### src/rtl/stat_rx_pkg.sv
package stat_rx_pkg;

  localparam int TYPE_W = 3;

  typedef enum logic [1:0] {
    ST_HUNT  = 2'd0,
    ST_BODY  = 2'd1,
    ST_STOP  = 2'd2,
    ST_DRAIN = 2'd3
  } rx_state_e;

  localparam logic [TYPE_W-1:0] K_NONE      = 3'b000;
  localparam logic [TYPE_W-1:0] K_IRQ       = 3'b001;
  localparam logic [TYPE_W-1:0] K_REG_SOL   = 3'b010;
  localparam logic [TYPE_W-1:0] K_REG_UNSOL = 3'b011;
  localparam logic [TYPE_W-1:0] K_RST_CLEAN = 3'b100;
  localparam logic [TYPE_W-1:0] K_RST_BUS   = 3'b101;
  localparam logic [TYPE_W-1:0] K_IFERR     = 3'b110;
  localparam logic [TYPE_W-1:0] K_RSVD      = 3'b111;

  function automatic logic kind_is_reg(input logic [TYPE_W-1:0] k);
    return (k == K_REG_SOL) || (k == K_REG_UNSOL);
  endfunction

  function automatic logic kind_is_real(input logic [TYPE_W-1:0] k);
    return (k != K_NONE) && (k != K_RSVD);
  endfunction

endpackage

### src/rtl/stat_rx_shift.sv
module stat_rx_shift #(
  parameter int W = 15
) (
  input  logic         clk,
  input  logic         rst_n,
  input  logic         shift_en,
  input  logic         bit_i,
  output logic [W-1:0] sr_o
);

  logic [W-1:0] sr_q;
  logic [W-1:0] sr_d;

  always_comb begin
    sr_d = sr_q;
    if (shift_en) begin
      sr_d = {sr_q[W-2:0], bit_i};
    end
  end

  always_ff @(posedge clk or negedge rst_n) begin
    if (!rst_n) begin
      sr_q <= '0;
    end else begin
      sr_q <= sr_d;
    end
  end

  assign sr_o = sr_q;

endmodule

### src/rtl/stat_rx_ctrl.sv
module stat_rx_ctrl
  import stat_rx_pkg::*;
#(
  parameter int BODY_W = 15
) (
  input  logic              clk,
  input  logic              rst_n,
  input  logic              line_i,
  input  logic [TYPE_W-1:0] type_now_i,
  output logic              shift_en_o,
  output logic              long_o,
  output logic              frame_ok_o,
  output logic              frame_bad_o
);

  localparam int CNT_W = $clog2(BODY_W + 1);
  localparam logic [CNT_W-1:0] TYPE_LAST = CNT_W'(TYPE_W - 1);
  localparam logic [CNT_W-1:0] BODY_LAST = CNT_W'(BODY_W - 1);

  rx_state_e        state_q, state_d;
  logic [CNT_W-1:0] cnt_q, cnt_d;
  logic             long_q, long_d;

  always_comb begin
    state_d     = state_q;
    cnt_d       = cnt_q;
    long_d      = long_q;
    shift_en_o  = 1'b0;
    frame_ok_o  = 1'b0;
    frame_bad_o = 1'b0;
    unique case (state_q)
      ST_HUNT: begin
        if (line_i) begin
          state_d = ST_BODY;
          cnt_d   = '0;
          long_d  = 1'b0;
        end
      end
      ST_BODY: begin
        shift_en_o = 1'b1;
        if (cnt_q == TYPE_LAST) begin
          long_d = kind_is_reg(type_now_i);
          if (kind_is_reg(type_now_i)) begin
            cnt_d = cnt_q + 1'b1;
          end else begin
            state_d = ST_STOP;
          end
        end else if (cnt_q == BODY_LAST) begin
          state_d = ST_STOP;
        end else begin
          cnt_d = cnt_q + 1'b1;
        end
      end
      ST_STOP: begin
        if (line_i) begin
          frame_bad_o = 1'b1;
          state_d     = ST_DRAIN;
        end else begin
          frame_ok_o = 1'b1;
          state_d    = ST_HUNT;
        end
      end
      ST_DRAIN: begin
        if (!line_i) begin
          state_d = ST_HUNT;
        end
      end
      default: state_d = ST_HUNT;
    endcase
  end

  always_ff @(posedge clk or negedge rst_n) begin
    if (!rst_n) begin
      state_q <= ST_HUNT;
      cnt_q   <= '0;
      long_q  <= 1'b0;
    end else begin
      state_q <= state_d;
      cnt_q   <= cnt_d;
      long_q  <= long_d;
    end
  end

  assign long_o = long_q;

endmodule

### src/rtl/stat_rx_decode.sv
module stat_rx_decode
  import stat_rx_pkg::*;
#(
  parameter int ADDR_W = 4,
  parameter int DATA_W = 8,
  localparam int BODY_W = TYPE_W + ADDR_W + DATA_W
) (
  input  logic              clk,
  input  logic              rst_n,
  input  logic              frame_ok_i,
  input  logic              frame_bad_i,
  input  logic              long_i,
  input  logic [BODY_W-1:0] sr_i,
  output logic              valid_o,
  output logic [TYPE_W-1:0] kind_o,
  output logic [ADDR_W-1:0] addr_o,
  output logic [DATA_W-1:0] data_o,
  output logic [5:0]        evt_o,
  output logic              err_o
);

  logic [TYPE_W-1:0] ty;
  logic              accept;
  logic              valid_d, err_d;
  logic [5:0]        evt_d;
  logic [TYPE_W-1:0] kind_d;
  logic [ADDR_W-1:0] addr_d;
  logic [DATA_W-1:0] data_d;

  logic              valid_q, err_q;
  logic [5:0]        evt_q;
  logic [TYPE_W-1:0] kind_q;
  logic [ADDR_W-1:0] addr_q;
  logic [DATA_W-1:0] data_q;

  // Event flag order: irq, clean, bus reset, iface err, sol, unsol.
  localparam logic [TYPE_W-1:0] EVT_KIND [6] = '{K_IRQ, K_RST_CLEAN, K_RST_BUS,
                                                 K_IFERR, K_REG_SOL, K_REG_UNSOL};

  always_comb begin
    ty     = long_i ? sr_i[BODY_W-1 -: TYPE_W] : sr_i[TYPE_W-1:0];
    accept = frame_ok_i && kind_is_real(ty);
  end

  for (genvar g = 0; g < 6; g++) begin : g_evt
    assign evt_d[g] = accept && (ty == EVT_KIND[g]);
  end

  always_comb begin
    valid_d = accept;
    err_d   = frame_bad_i;
    kind_d  = kind_q;
    addr_d  = addr_q;
    data_d  = data_q;
    if (accept) begin
      kind_d = ty;
      if (long_i) begin
        addr_d = sr_i[DATA_W +: ADDR_W];
        data_d = sr_i[DATA_W-1:0];
      end else begin
        addr_d = '0;
        data_d = '0;
      end
    end
  end

  always_ff @(posedge clk or negedge rst_n) begin
    if (!rst_n) begin
      valid_q <= 1'b0;
      err_q   <= 1'b0;
      evt_q   <= '0;
      kind_q  <= '0;
      addr_q  <= '0;
      data_q  <= '0;
    end else begin
      valid_q <= valid_d;
      err_q   <= err_d;
      evt_q   <= evt_d;
      kind_q  <= kind_d;
      addr_q  <= addr_d;
      data_q  <= data_d;
    end
  end

  assign valid_o = valid_q;
  assign err_o   = err_q;
  assign evt_o   = evt_q;
  assign kind_o  = kind_q;
  assign addr_o  = addr_q;
  assign data_o  = data_q;

endmodule

### src/rtl/stat_frame_rx.sv
module stat_frame_rx
  import stat_rx_pkg::*;
#(
  parameter int ADDR_W = 4,
  parameter int DATA_W = 8
) (
  input  logic              clk,
  input  logic              rst_n,
  input  logic              line_i,
  output logic              msg_valid_o,
  output logic [2:0]        kind_o,
  output logic [ADDR_W-1:0] reg_addr_o,
  output logic [DATA_W-1:0] reg_data_o,
  output logic              irq_o,
  output logic              restore_clean_o,
  output logic              restore_reset_o,
  output logic              iface_err_o,
  output logic              reg_sol_o,
  output logic              reg_unsol_o,
  output logic              frame_err_o
);

  localparam int BODY_W = TYPE_W + ADDR_W + DATA_W;

  logic [BODY_W-1:0] sr;
  logic [TYPE_W-1:0] type_now;
  logic              shift_en, is_long, frame_ok, frame_bad;
  logic [5:0]        evt;

  assign type_now = {sr[TYPE_W-2:0], line_i};

  stat_rx_shift #(.W(BODY_W)) u_shift (
    .clk      (clk),
    .rst_n    (rst_n),
    .shift_en (shift_en),
    .bit_i    (line_i),
    .sr_o     (sr)
  );

  stat_rx_ctrl #(.BODY_W(BODY_W)) u_ctrl (
    .clk         (clk),
    .rst_n       (rst_n),
    .line_i      (line_i),
    .type_now_i  (type_now),
    .shift_en_o  (shift_en),
    .long_o      (is_long),
    .frame_ok_o  (frame_ok),
    .frame_bad_o (frame_bad)
  );

  stat_rx_decode #(.ADDR_W(ADDR_W), .DATA_W(DATA_W)) u_dec (
    .clk         (clk),
    .rst_n       (rst_n),
    .frame_ok_i  (frame_ok),
    .frame_bad_i (frame_bad),
    .long_i      (is_long),
    .sr_i        (sr),
    .valid_o     (msg_valid_o),
    .kind_o      (kind_o),
    .addr_o      (reg_addr_o),
    .data_o      (reg_data_o),
    .evt_o       (evt),
    .err_o       (frame_err_o)
  );

  assign irq_o           = evt[0];
  assign restore_clean_o = evt[1];
  assign restore_reset_o = evt[2];
  assign iface_err_o     = evt[3];
  assign reg_sol_o       = evt[4];
  assign reg_unsol_o     = evt[5];

endmodule

### config.mk
export PLATFORM = sky130hd
export DESIGN_NAME = stat_frame_rx
export DESIGN_NICKNAME = d
export VERILOG_FILES = /design/src/rtl/stat_rx_pkg.sv /design/src/rtl/stat_rx_shift.sv /design/src/rtl/stat_rx_ctrl.sv /design/src/rtl/stat_rx_decode.sv /design/src/rtl/stat_frame_rx.sv
export SDC_FILE = /design/constraint.sdc
export NUM_CORES = 1
export LEC_CHECK = 0
export ABC_AREA = 0
export BUFFER_PORTS_ARGS = -buffer_cell sky130_fd_sc_hd__buf_2
export CORE_ASPECT_RATIO = 1.1
export CORE_MARGIN = 1.5
export CORE_UTILIZATION = 30
export DETAILED_ROUTE_END_ITERATION = 8
export MAX_ROUTING_LAYER = met4
export SETUP_SLACK_MARGIN = 0.02
export SYNTH_ARGS = -nofsm -noshare
export SYNTH_HDL_FRONTEND = slang
export SYNTH_SLANG_ARGS = --single-unit
export TNS_END_PERCENT = 50
### constraint.sdc
create_clock -name clk -period 2 [get_ports clk]
set_clock_uncertainty 0.1 [all_clocks]
set_input_delay 0.4 -clock clk [delete_from_list [all_inputs] [get_ports clk]]
set_output_delay 0.4 -clock clk [all_outputs]
set_load 0.05 [all_outputs]
; ---- Yosys cells after proc, flatten, opt, wreduce, memory -nomap -nowiden
; Cells that the tools add are included.
[word_totals]
latch_bits = 0
mem_bits_ro = 0
reg_bits = 45
n_memories = 0
elab_cells = 70
ram_bits = 0
output_inout_bits = 23
[classes]
mul = 0
eq_ne = 21
addsub = 1
shift = 0
n_reduce_logical = 15
n_mux = 23
bitwise = 0
order_cmp = 0
div_mod_pow = 0
[op_table]
columns = cell, n
row1 = 4-bit 2-to-1 mux, 5
row2 = "3-bit by 2-bit equality test with 1-bit output, second input constant", 4
row3 = 2-bit 2-to-1 mux, 6
row4 = "3-bit equality test, second input constant", 3
row5 = "3-bit inequality test, second input constant", 3
row6 = 1-bit logical AND, 8
row7 = 8-bit 2-to-1 mux, 1
row8 = 2-bit case mux with 4 select lines, 1
row9 = 4-bit case mux with 2 select lines, 1
row10 = 4-bit AND reduction, 2
row11 = 1-bit 2-to-1 mux, 7
row12 = "4-bit by 1-bit adder with 4-bit output, second input constant", 1
row13 = "2-bit equality test, second input constant", 2
row14 = "4-bit by 2-bit equality test with 1-bit output, second input constant", 1
row15 = "4-bit equality test, second input constant", 1
row16 = "2-bit inequality test, second input constant", 2
row17 = "3-bit by 1-bit equality test with 1-bit output, second input constant", 1
row18 = 3-bit 2-to-1 mux, 1
row19 = "3-bit by 1-bit inequality test with 1-bit output, second input constant", 1
row20 = "3-bit by 2-bit inequality test with 1-bit output, second input constant", 1
row21 = 3-bit AND reduction, 1
row22 = 3-bit nonzero test, 1
row23 = "2-bit by 1-bit equality test with 1-bit output, second input constant", 1
row24 = 2-bit zero test, 1
row25 = 4 further kinds, 4

; ---- Longest topological paths before layout
; Gate-level depths: netlist (run 1).
[depth]
depth_word = 5
depth_mapped = 6
mapped_depth_nobuf = 5

; ---- By module
; Synthesis (run 1) repeated with hierarchy kept, for this count alone.
[hier_totals]
hier_cells = 191
hier_area_um2 = 2187.1
[modules_own_cells]
columns = mod, area_each_um2, cells_per_inst, n_inst, seq_area_each_um2
row1 = stat_rx_decode, 1139.8, 115, 1, 575.6
row2 = stat_rx_shift, 613.1, 32, 1, 375.4
row3 = stat_rx_ctrl, 434.2, 44, 1, 175.2

; ---- Least setup slack after synthesis (run 1)
; OpenSTA, ideal clock, no wires.
[synth_path]
path_kind = register to register
from = reg u_ctrl.long_q (netlist: u_ctrl.long_o)
to = reg u_dec.addr_q[0] (netlist: u_dec.addr_o[0])
n_path_buf = 2
stages_incl_launch_ff = 7
setup_time_ns = 0.079
period_less_slack_ns = 1.709
path_slack_ns = 0.291
arrival_time_ns = 1.529
cell_sequence = dfrtp_1 -> buf_6 -> mux2_4 -> and2_4 -> o22ai_4 -> buf_12 -> mux2i_1
[synth_between]
elab_chain_len = 4
word_cells_on_any_way = 6
cone_classes = eq/ne: 1 / mux: 2 / reduce/logical: 3
[synth_rtl]
columns = element, line
row1 = start: declaration, stat_rx_ctrl.sv:22  ; logic long_q, long_d;
row2 = start signal: assignment, stat_rx_ctrl.sv:80  ; long_q <= long_d;
row3 = 3-bit 2-to-1 mux *, stat_rx_decode.sv:41  ; ty = long_i ? sr_i[BODY_W-1 -: TYPE_W] : sr_i[TYPE_W-1:0];
row4 = 3-bit inequality test or 3-bit nonzero test (tied branches), stat_rx_pkg.sv:26  ; return (k != K_NONE) && (k != K_RSVD);
row5 = 1-bit logical AND *, stat_rx_pkg.sv:26
row6 = 1-bit logical AND *, stat_rx_decode.sv:42  ; accept = frame_ok_i && kind_is_real(ty);
row7 = via u_dec.accept, stat_rx_decode.sv:23  ; logic accept;
row8 = end signal: assignment, stat_rx_decode.sv:80  ; addr_q <= addr_d;
row9 = end: declaration, stat_rx_decode.sv:33  ; logic [ADDR_W-1:0] addr_q;
; The timed path passes the listed nets; every way through them passes the cells marked *.
; A chain may end at the register's enable or synchronous reset.

; ---- Worst setup path after layout (run 1)
[layout_path]
from = reg u_ctrl.long_q (netlist: u_ctrl.long_o)
to = reg u_dec.data_q[0] (netlist: u_dec.data_o[0])
[layout_between]
elab_chain_len = 4
word_cells_on_any_way = 6
cone_classes = eq/ne: 1 / mux: 2 / reduce/logical: 3
[layout_rtl]
columns = element, line
row1 = 3-bit 2-to-1 mux, stat_rx_decode.sv:41
row2 = 3-bit inequality test or 3-bit nonzero test (tied branches), stat_rx_pkg.sv:26
row3 = 1-bit logical AND, stat_rx_pkg.sv:26
row4 = 1-bit logical AND, stat_rx_decode.sv:42
row5 = end signal: assignment, stat_rx_decode.sv:81  ; data_q <= data_d;
row6 = end: declaration, stat_rx_decode.sv:34  ; logic [DATA_W-1:0] data_q;
; Several ways; a longest one is shown, not always the timed one.

==> impl_metrics.tcl, run 1 <==
set metrics [dict create \
    status "finished, violations left" \
    failed_checks "hold timing" \
    post_cts_buffers 0 \
    clk_transition_reported_paths_ns 0.08 \
    clock_tree_from_tritoncts "built" \
    route.detailed.wl_per_inst_microns 12.0 \
    grt_antenna_before_repair 0 \
    globalRouteOverflowTotal 0 \
    yosys_register_bits 45 \
    die_width_microns 81.3 \
    cts_max_level 2 \
    post_cts_resize_count 0 \
    wire_length_of_the_first_global_routing_pass_mm 6.22 \
    grt_pass1_vias 1347 \
    timing.final.crit_share_pct 89.7 \
    synth_top_cell_by_area "sky130_fd_sc_hd__dfrtp_1" \
    fp.coreArea_sq_um 6560 \
    data_required_time_at_the_worst_endpoint_ns 2.13 \
    postRouteAntennaNets 0 \
    syn-mean-instance-area_sq_um 11.6 \
    period_minus_slack_ns 1.79 \
    report.final.slew_viol_count 0 \
    timing_worst_slew_pin_value_ns 0.603 \
    layout_area_growth_over_synthesis_pct 17.2 \
    worst_skew_pair.late_latency_ns 0.30 \
    totalWireLength_mm 3.50 \
    die_outline_area_sq_um 7250 \
    fin_nets 214 \
    n_fill_cell 658 \
    layout_commonest_cell "sky130_fd_sc_hd__dfrtp_1" \
    root_buffer "sky130_fd_sc_hd__clkbuf_8" \
    hp-class "primary input to async pin" \
    vdd_ir_drop_max_uv 562 \
    setup-tns-final_ns 0 \
    drt-initial-drc-count 122 \
    worstPathMaxFanout 13 \
    num_antenna_cells 0 \
    max-slew-margin-rel_pct 59.8 \
    grt_max_degree 28 \
    first_pass_iters 4 \
    global_route.usage.total_pct 11.6 \
    drt-vias-per-instance 4.39 \
    timing.max_cap.violations 0 \
    initial_core_util_pct 30.9 \
    ys.warnings.count 0 \
    gp_congestion 0.786 \
    reg2reg_depth 5 \
    p_total_w 0.00399 \
    yosysTopAreaCellShare_pct 55.6 \
    cts_buffers 5 \
    clock_sink_count 45 \
    setup_violations 0 \
    synth_cells 175 \
    yosys.cell_types.count 35 \
    worst-r2r-setup-slack_ns 0.21 \
    data_arrival_time_at_the_worst_slack_endpoint_ns 1.92 \
    syn-cell-area_sq_um 2020 \
    cellLeakagePower_nw 1.11 \
    detail_placement_hpwl_mm 2.49 \
    port_buffers 25 \
    clock.fmax_ghz 0.557 \
    syn-num-nets 180 \
    ctsLongestPathBuffers 2 \
    power.density_cell_area_nw_per_um2 1680 \
    yosysSeqAreaShare_pct 55.6 \
    floorplan.die.height_microns 89.2 \
    post_cts_hold_buffer_count 0 \
    drc 0 \
    hold_ws_ns -0.000290 \
    layout-drive-gt1-share_pct 31.0 \
    pin_count 26 \
    end_kind "register" \
    critPathKind "register to register" \
    hold_viol 1 \
    netlist_top_cells_area "sky130_fd_sc_hd__dfrtp_1 56%, sky130_fd_sc_hd__mux2_2 8.3%, sky130_fd_sc_hd__mux2i_1 7.9%, sky130_fd_sc_hd__nand2_1 3.9%, sky130_fd_sc_hd__inv_1 3.0%" \
    mostFrequentLayoutCells "44 x sky130_fd_sc_hd__dfrtp_1, 25 x sky130_fd_sc_hd__buf_2, 21 x sky130_fd_sc_hd__nand2_1" \
    rows 31 \
    cp-start-kind "register" \
    count_of_vias_placed_by_the_detailed_router 1283 \
    grt_setup_unrepaired "false" \
]
[synthesized netlist by cell type]
library cell and count:
sky130_fd_sc_hd__o22ai_4 1, sky130_fd_sc_hd__clkbuf_1 1, sky130_fd_sc_hd__nor2_2 1, sky130_fd_sc_hd__mux2i_1 16, sky130_fd_sc_hd__o221ai_1 1, sky130_fd_sc_hd__a211oi_1 1, sky130_fd_sc_hd__nand2_1 21, sky130_fd_sc_hd__o2bb2ai_1 2
sky130_fd_sc_hd__buf_2 3, sky130_fd_sc_hd__o21a_1 1, sky130_fd_sc_hd__o22ai_1 1, sky130_fd_sc_hd__mux2_2 15, sky130_fd_sc_hd__mux2_4 2, sky130_fd_sc_hd__ha_1 2, sky130_fd_sc_hd__o21ai_0 7, sky130_fd_sc_hd__nand2b_1 1
sky130_fd_sc_hd__dfrtp_1 45, sky130_fd_sc_hd__buf_6 1, sky130_fd_sc_hd__nor3b_4 1, sky130_fd_sc_hd__nand3_1 1, sky130_fd_sc_hd__buf_12 1, sky130_fd_sc_hd__a21o_1 1, sky130_fd_sc_hd__mux2_1 1, sky130_fd_sc_hd__o31ai_1 1
sky130_fd_sc_hd__nand2_2 2, sky130_fd_sc_hd__o21ai_1 2, sky130_fd_sc_hd__and3_1 1, sky130_fd_sc_hd__nor2_1 10, sky130_fd_sc_hd__nor3_1 4, sky130_fd_sc_hd__a21oi_1 5, sky130_fd_sc_hd__inv_1 16, sky130_fd_sc_hd__and2_1 1
sky130_fd_sc_hd__xor2_1 1, sky130_fd_sc_hd__nor2b_1 4, sky130_fd_sc_hd__and2_4 1
[logic make-up (layout without fill, tap and decap cells)]
group / count (synthesis) / count (layout) / share of synthesized area [%]
compound gates: 23 / 23 / 7.54
xor+xnor: 1 / 1 / 0.433
fa+ha+maj: 2 / 2 / 1.24
buf+inv: 22 / 57 / 5.44
flops: 45 / 45 / 55.6
mux: 34 / 34 / 18.3
simple gates: 48 / 48 / 11.4
[flip-flops by register name (all words and copies together), names as in the netlist]
name,flops
u_shift.sr_o,15
u_dec.valid_o,1
u_dec.err_o,1
u_dec.kind_o,3
u_ctrl.long_o,1
u_ctrl.cnt_q,4
u_dec.data_o,8
u_dec.addr_o,4
u_dec.evt_o,6
u_ctrl.state_q,2
[metal layers]
| metal | global-route usage, % | share of wire, % | up-vias |
|---|---|---|---|
| li1 | - | - | 653 |
| met1 | 14.7 | 49 | 601 |
| met2 | 17.4 | 45 | 24 |
| met3 | 3.47 | 4.6 | 5 |
| met4 | 4.23 | 1.7 | 0 |
| met5 | - | 0 | - |
[final timing paths]
kind | startpoint | endpoint
worst max register to register | u_ctrl.long_o | u_dec.data_o[0]
min in group clk | line_i | u_ctrl.state_q[0]
worst min-delay path | rst_n | u_dec.valid_o
max in group asynchronous | rst_n | u_ctrl.long_o
worst min register to register | u_dec.data_o[3] | u_dec.data_o[3]
worst max-delay path | u_ctrl.long_o | u_dec.data_o[0]
[metrics by stage]
step | util (%) | cells | hold slack [ns] | worst slack, ns | instance area (sq um)
4_1_cts | 36.2 | 292 | 0.0138 | 0.107 | 2370
6_report | 36.2 | 292 | -0.000290 | 0.206 | 2370
5_1_grt | 36.2 | 292 | 0.0261 | 0.108 | 2370
3_5_place_dp | 34.7 | 284 | 0.345 | 0.111 | 2270
2_1_floorplan | - | 175 | 0.00441 | 0.291 | 2020
3_3_place_gp | 34.7 | 284 | 0.349 | 0.208 | 2270
[worst max-delay path, cell delays in order (launching register included)]
cell and delay [ns]:
sky130_fd_sc_hd__dfrtp_2 0.49, sky130_fd_sc_hd__mux2_4 0.39, sky130_fd_sc_hd__and2_4 0.19, sky130_fd_sc_hd__o22ai_4 0.18, sky130_fd_sc_hd__buf_12 0.17, sky130_fd_sc_hd__mux2i_1 0.19
[where the power goes]
part / switching, W / internal (W)
Combinational: 0.00112 / 0.000746
Clock: 0.000305 / 0.000280
Sequential: 0.000276 / 0.00126
Total: 0.00170 / 0.00229
[layout make-up]
class / count / area (sq um) / share of cell area, %
clock buffer: 6 / 82.6 / 3.48
clock inverter: 2 / 13.8 / 0.580
inverter: 16 / 60.1 / 2.53
multi-input combinational: 108 / 788 / 33.2
sequential: 45 / 1130 / 47.5
tap: 82 / 103 / 4.32
timing repair buffer: 33 / 198 / 8.33
No activity file was read; power rests on OpenSTA's default activity.
==> run 2, diff against run 1 <==
--- a/config.mk
+++ b/config.mk
@@ -7,11 +7,13 @@
 export LEC_CHECK = 0
 export ABC_AREA = 0
 export BUFFER_PORTS_ARGS = -buffer_cell sky130_fd_sc_hd__buf_2
+export CAP_MARGIN = 10
 export CORE_ASPECT_RATIO = 1.1
 export CORE_MARGIN = 1.5
 export CORE_UTILIZATION = 30
 export DETAILED_ROUTE_END_ITERATION = 8
 export MAX_ROUTING_LAYER = met4
+export REMOVE_ABC_BUFFERS = 1
 export SETUP_SLACK_MARGIN = 0.02
 export SYNTH_ARGS = -nofsm -noshare
 export SYNTH_HDL_FRONTEND = slang
==> run 2 against run 1 <==
Maximum frequency hardly changed. Clock-buffer cell count stayed put. Clock power up 19%. Sequential power barely moved. Core utilization up 0.21 points. Hold slack got worse by 0.0029 ns. Critical endpoint is now u_dec.data_o[6]. Design area rose by 0.58%. The run still ends with hold timing left. Largest power group unchanged. Power increased by 3.2%.
==> impl_metrics.tcl, run 2 (synthesis results as in run 1) <==
set metrics [dict create \
    mostFrequentLayoutCells "45 x sky130_fd_sc_hd__dfrtp_1, 25 x sky130_fd_sc_hd__buf_2, 21 x sky130_fd_sc_hd__nand2_1" \
    layout-drive-gt1-share_pct 30.0 \
    grt_setup_unrepaired "false" \
    ctsLongestPathBuffers 2 \
    hold_viol 5 \
    detail_placement_hpwl_mm 2.55 \
    power.density_cell_area_nw_per_um2 1730 \
    post_cts_resize_count 0 \
    worstPathMaxFanout 13 \
    worst_skew_pair.late_latency_ns 0.30 \
    layout_area_growth_over_synthesis_pct 17.9 \
    vdd_ir_drop_max_uv 491 \
    die_width_microns 81.3 \
    num_antenna_cells 0 \
    fraction_of_power_consumed_by_sequential_logic_pct 37.4 \
    internal_power_w 0.00239 \
    hp-class "primary input to async pin" \
    layout_commonest_cell "sky130_fd_sc_hd__dfrtp_1" \
    pin_count 26 \
    rr_startpoint "u_ctrl.long_o" \
    critPathLaunch "u_ctrl.long_o" \
    floorplan.die.height_microns 89.2 \
    dp.cells 284 \
    cellLeakagePower_nw 1.11 \
    worst-r2r-setup-slack_ns 0.21 \
    failed_checks "hold timing" \
    fp.coreArea_sq_um 6560 \
    status "finished, violations left" \
    drt-vias-per-instance 4.56 \
    hold_ws_ns -0.00319 \
    combinationalPowerShare_pct 45.7 \
    gp_congestion 0.792 \
    drt-initial-drc-count 69 \
    timing.critical_path.slowest_cell_delay_ns 0.50 \
    timing.final.crit_share_pct 89.7 \
    power.clock.fraction_pct 16.9 \
    data_required_time_at_the_worst_endpoint_ns 2.13 \
    critical_path.reg2reg.endpoint "u_dec.data_o[6]" \
    first_pass_iters 3 \
    clock.fmax_ghz 0.557 \
    timing.max_cap.violations 0 \
    max-slew-margin-rel_pct 58.6 \
    grt_antenna_before_repair 0 \
    clock_tree_from_tritoncts "built" \
    rows 31 \
    seq_area_sq_um 1130 \
    globalRouteOverflowTotal 0 \
    setup_violations 0 \
    power_switching_w 0.00173 \
    period_minus_slack_ns 1.79 \
    post_cts_hold_buffer_count 0 \
    postRouteAntennaNets 0 \
    route.detailed.wl_per_inst_microns 12.4 \
    final_worst_setup_slack_ns 0.205 \
    grt_max_degree 29 \
    critPathKind "register to register" \
    setup-tns-final_ns 0 \
    post_cts_buffers 0 \
    largest_reg_flops 15 \
    critical-path-slowest-cell "sky130_fd_sc_hd__dfrtp_1" \
    global_route.usage.total_pct 11.6 \
    report.final.slew_viol_count 0 \
    clk_transition_reported_paths_ns 0.09 \
    cts_buffers 5 \
    timing_worst_slew_pin_value_ns 0.621 \
    port_buffers 25 \
    fin_nets 214 \
    initial_core_util_pct 30.9 \
    power.switching_fraction_pct 41.9 \
    path_cells "mux2_4 > and2_4 > o22ai_4 > buf_12 > mux2i_1" \
    n_fill_cell 654 \
    dp_slack_ns 0.196 \
    cp-start-kind "register" \
    count_of_vias_placed_by_the_detailed_router 1331 \
    clock_sink_count 45 \
    wire_length_of_the_first_global_routing_pass_mm 6.11 \
    data_arrival_time_at_the_worst_slack_endpoint_ns 1.92 \
    reg2reg_depth 5 \
    die_outline_area_sq_um 7250 \
    drc 0 \
    layoutNonFillerInstCount 292 \
    root_buffer "sky130_fd_sc_hd__clkbuf_8" \
    cts_max_level 2 \
    totalWireLength_mm 3.61 \
    multiInputGateArea_sq_um 788 \
    grt_pass1_vias 1331 \
    crit_path_capture "u_dec.data_o[6]" \
    end_kind "register" \
]
## run 2: cell types whose count changed in the layout (fill, tap and decap cells not counted)
cell,before,now
sky130_fd_sc_hd__bufinv_16,0,1
sky130_fd_sc_hd__clkbuf_1,0,1
sky130_fd_sc_hd__clkbuf_8,6,5
sky130_fd_sc_hd__clkinv_2,1,0
sky130_fd_sc_hd__dfrtp_1,44,45
sky130_fd_sc_hd__dfrtp_2,1,0
## run 2: how the worst min path moves through the flow
stage,slack [ns],to,startpoint
2_1_floorplan,0.004,u_ctrl.cnt_q[0],rst_n
3_3_place_gp,0.34,u_dec.valid_o,rst_n
3_5_place_dp,0.35,u_dec.valid_o,rst_n
4_1_cts,0.02,u_dec.valid_o,rst_n
5_1_grt,0.05,u_dec.valid_o,rst_n
6_report,-0.003,u_dec.valid_o,rst_n
## run 2: power groups by stage
stage	Sequential, W	Clock (W)	Combinational, W
final	0.00154	0.000695	0.00188
after global routing	0.00160	0.000745	0.00207
after CTS	0.00155	0.000721	0.00191
after detailed placement	0.00156	0	0.00191
after global placement	0.00156	0	0.00186
after floorplan	0.00194	0	0.00101
## run 2: metal layers
layer	global-route usage [%]	vias to the layer above	routed length, microns
met5	-	-	0
met4	5.49	0	71
met3	3.47	5	162
met2	18.5	20	1770
met1	13.3	656	1610
li1	-	650	-
## run 2: worst max-delay path, delay by kind of cell, from the launching register on
family	cells	cell delay (ns)
mux	2	0.59
buf+inv	1	0.17
simple gates	1	0.18
compound gates	1	0.18
flops	1	0.50
## run 2: final cells by class
cell class | count | share of cell area, %
flip-flops and latches | 45 | 47.2
multi-input cells | 108 | 33.0
repair buffers | 33 | 8.29
well taps | 82 | 4.30
clock buffers | 6 | 3.04
inverters | 16 | 2.52
clock inverters | 2 | 1.63
## run 2: per-stage QoR
step	utilization (%)	instance area (sq um)	hold WS (ns)	total power [W]
floorplan	-	1970	0.00441	0.00295
global placement	34.7	2270	0.342	0.00342
detailed placement	34.7	2270	0.352	0.00348
CTS	36.4	2390	0.0163	0.00418
global route	36.4	2390	0.0455	0.00442
finish	36.4	2390	-0.00319	0.00412
==> run 3, diff against run 2 <==
--- a/config.mk
+++ b/config.mk
@@ -15,6 +15,7 @@
 export MAX_ROUTING_LAYER = met4
 export REMOVE_ABC_BUFFERS = 1
 export SETUP_SLACK_MARGIN = 0.02
+export SLEW_MARGIN = 0
 export SYNTH_ARGS = -nofsm -noshare
 export SYNTH_HDL_FRONTEND = slang
 export SYNTH_SLANG_ARGS = --single-unit
==> constraint.sdc (replaced) <==
create_clock -name clk -period 2.05 [get_ports clk]
set_clock_uncertainty 0.1 [all_clocks]
set_input_delay 0.41 -clock clk [delete_from_list [all_inputs] [get_ports clk]]
set_output_delay 0.41 -clock clk [all_outputs]
set_load 0.05 [all_outputs]
==> run 3 against run 2 <==
The run now ends clean. Setup slack improved by 0.032 ns. Via count rose by 0.98%. Register-to-register slack improved by 0.03 ns. Global-route usage rose by 0.13 points. Die area did not move. Clock power fell by 6.3%. Maximum frequency fell by 0.99%. Sequential power barely moved. Sequential cell count did not move. Largest cell class unchanged.
==> impl_metrics.tcl, run 3 (synthesis results as in run 1) <==
set metrics [dict create \
    fin_nets 213 \
    worst-r2r-setup-slack_ns 0.24 \
    first_pass_iters 4 \
    n_fill_cell 652 \
    crit_path_capture "u_dec.data_o[5]" \
    floorplan.die.height_microns 89.2 \
    layout_area_growth_over_synthesis_pct 17.9 \
    grt-busiest-layer "met2" \
    grt_max_degree 27 \
    critPathKind "register to register" \
    ctsLongestPathBuffers 2 \
    data_required_time_at_the_worst_endpoint_ns 2.17 \
    gr-usage-met1_pct 14.3 \
    drt-initial-drc-count 92 \
    clock.fmax_ghz 0.552 \
    dp.cells 282 \
    detail_placement_hpwl_mm 2.45 \
    critical_path.reg2reg.endpoint "u_dec.data_o[5]" \
    globalRouteOverflowTotal 0 \
    mostFrequentLayoutCells "45 x sky130_fd_sc_hd__dfrtp_1, 25 x sky130_fd_sc_hd__buf_2, 21 x sky130_fd_sc_hd__nand2_1" \
    cts_buffers 5 \
    route.detailed.wl_per_inst_microns 12.1 \
    grt_util_met3_pct 3.67 \
    gp_congestion 0.794 \
    timing.final.crit_share_pct 88.4 \
    p_total_w 0.00397 \
    hp-class "primary input to register" \
    initial_core_util_pct 30.9 \
    drc 0 \
    layoutNonFillerInstCount 290 \
    pin_count 26 \
    hold_ws_ns 0.362 \
    power.density_cell_area_nw_per_um2 1660 \
    setup_violations 0 \
    count_of_vias_placed_by_the_detailed_router 1344 \
    layout_commonest_cell "sky130_fd_sc_hd__dfrtp_1" \
    hold_viol 0 \
    clock_sink_count 45 \
    met2_usage_pct 18.3 \
    layout-drive-gt1-share_pct 29.3 \
    timing.max_cap.violations 0 \
    rr_startpoint "u_ctrl.long_o" \
    timing_worst_slew_pin_value_ns 0.471 \
    fp.coreArea_sq_um 6560 \
    root_buffer "sky130_fd_sc_hd__clkbuf_8" \
    global_route.usage.total_pct 11.7 \
    largest_reg_flops 15 \
    num_antenna_cells 0 \
    worstPathMaxFanout 13 \
    status "complete, no violations" \
    max-slew-margin-rel_pct 67.7 \
    post_cts_resize_count 0 \
    worst_skew_pair.late_latency_ns 0.30 \
    grt_pass1_vias 1355 \
    die_width_microns 81.3 \
    grt_setup_unrepaired "false" \
    drt-vias-per-instance 4.63 \
    grt_antenna_before_repair 0 \
    critPathLaunch "u_ctrl.long_o" \
    postRouteAntennaNets 0 \
    cellLeakagePower_nw 1.11 \
    reg2reg_depth 5 \
    port_buffers 25 \
    clk_transition_reported_paths_ns 0.08 \
    vdd_ir_drop_max_uv 545 \
    data_arrival_time_at_the_worst_slack_endpoint_ns 1.94 \
    wire_length_of_the_first_global_routing_pass_mm 6.27 \
    report.final.slew_viol_count 0 \
    period_minus_slack_ns 1.81 \
    die_outline_area_sq_um 7250 \
    cp-start-kind "register" \
    clock_tree_from_tritoncts "built" \
    cts_max_level 2 \
    setup-tns-final_ns 0 \
    end_kind "register" \
    totalWireLength_mm 3.52 \
    rows 31 \
]
## run 3: how the worst min path moves through the flow
stage	start	to	cells after the start
floorplan	rst_n	u_ctrl.cnt_q[0]	0
global placement	rst_n	u_dec.valid_o	1
detailed placement	rst_n	u_dec.valid_o	1
CTS	line_i	u_ctrl.state_q[1]	2
global route	line_i	u_ctrl.state_q[1]	2
finish	line_i	u_ctrl.state_q[1]	2
## run 3: where the power goes
group	switching, W	internal [W]
combinational	0.00109	0.000723
sequential	0.000274	0.00123
clock	0.000296	0.000354
## run 3: critical path, cell delays in order, from the launching register on
cell and delay [ns]:
sky130_fd_sc_hd__dfrtp_1 0.50, sky130_fd_sc_hd__mux2_4 0.39, sky130_fd_sc_hd__and2_4 0.19, sky130_fd_sc_hd__o22ai_4 0.19, sky130_fd_sc_hd__buf_12 0.18, sky130_fd_sc_hd__mux2i_1 0.19
## run 3: cell type report
cell class,instances,area (sq um),area share [%]
inverters,16,60.1,2.52
multi-input cells,108,788,33.0
clock inverters,2,35.0,1.47
flip-flops and latches,45,1130,47.2
well taps,82,103,4.30
repair buffers,32,205,8.60
clock buffers,5,68.8,2.88
## run 3: timing repair
action                    CTS  global route
buffers inserted            0             0
hold endpoints to repair   19             0
hold buffers                1             0
## run 3: through the flow
| stage | cell area (sq um) | setup WS [ns] | utilization (%) |
|---|---|---|---|
| 2_1_floorplan | 1970 | 0.0491 | - |
| 3_3_place_gp | 2270 | 0.277 | 34.7 |
| 3_5_place_dp | 2270 | 0.229 | 34.7 |
| 4_1_cts | 2390 | 0.221 | 36.4 |
| 5_1_grt | 2390 | 0.105 | 36.4 |
| 6_report | 2390 | 0.237 | 36.4 |
## run 3: routing by layer
metal  wire length, microns  vias up
li1                       -      649
met1                   1640      654
met2                   1670       32
met3                    159        9
met4                     48        0
met5                      0        -
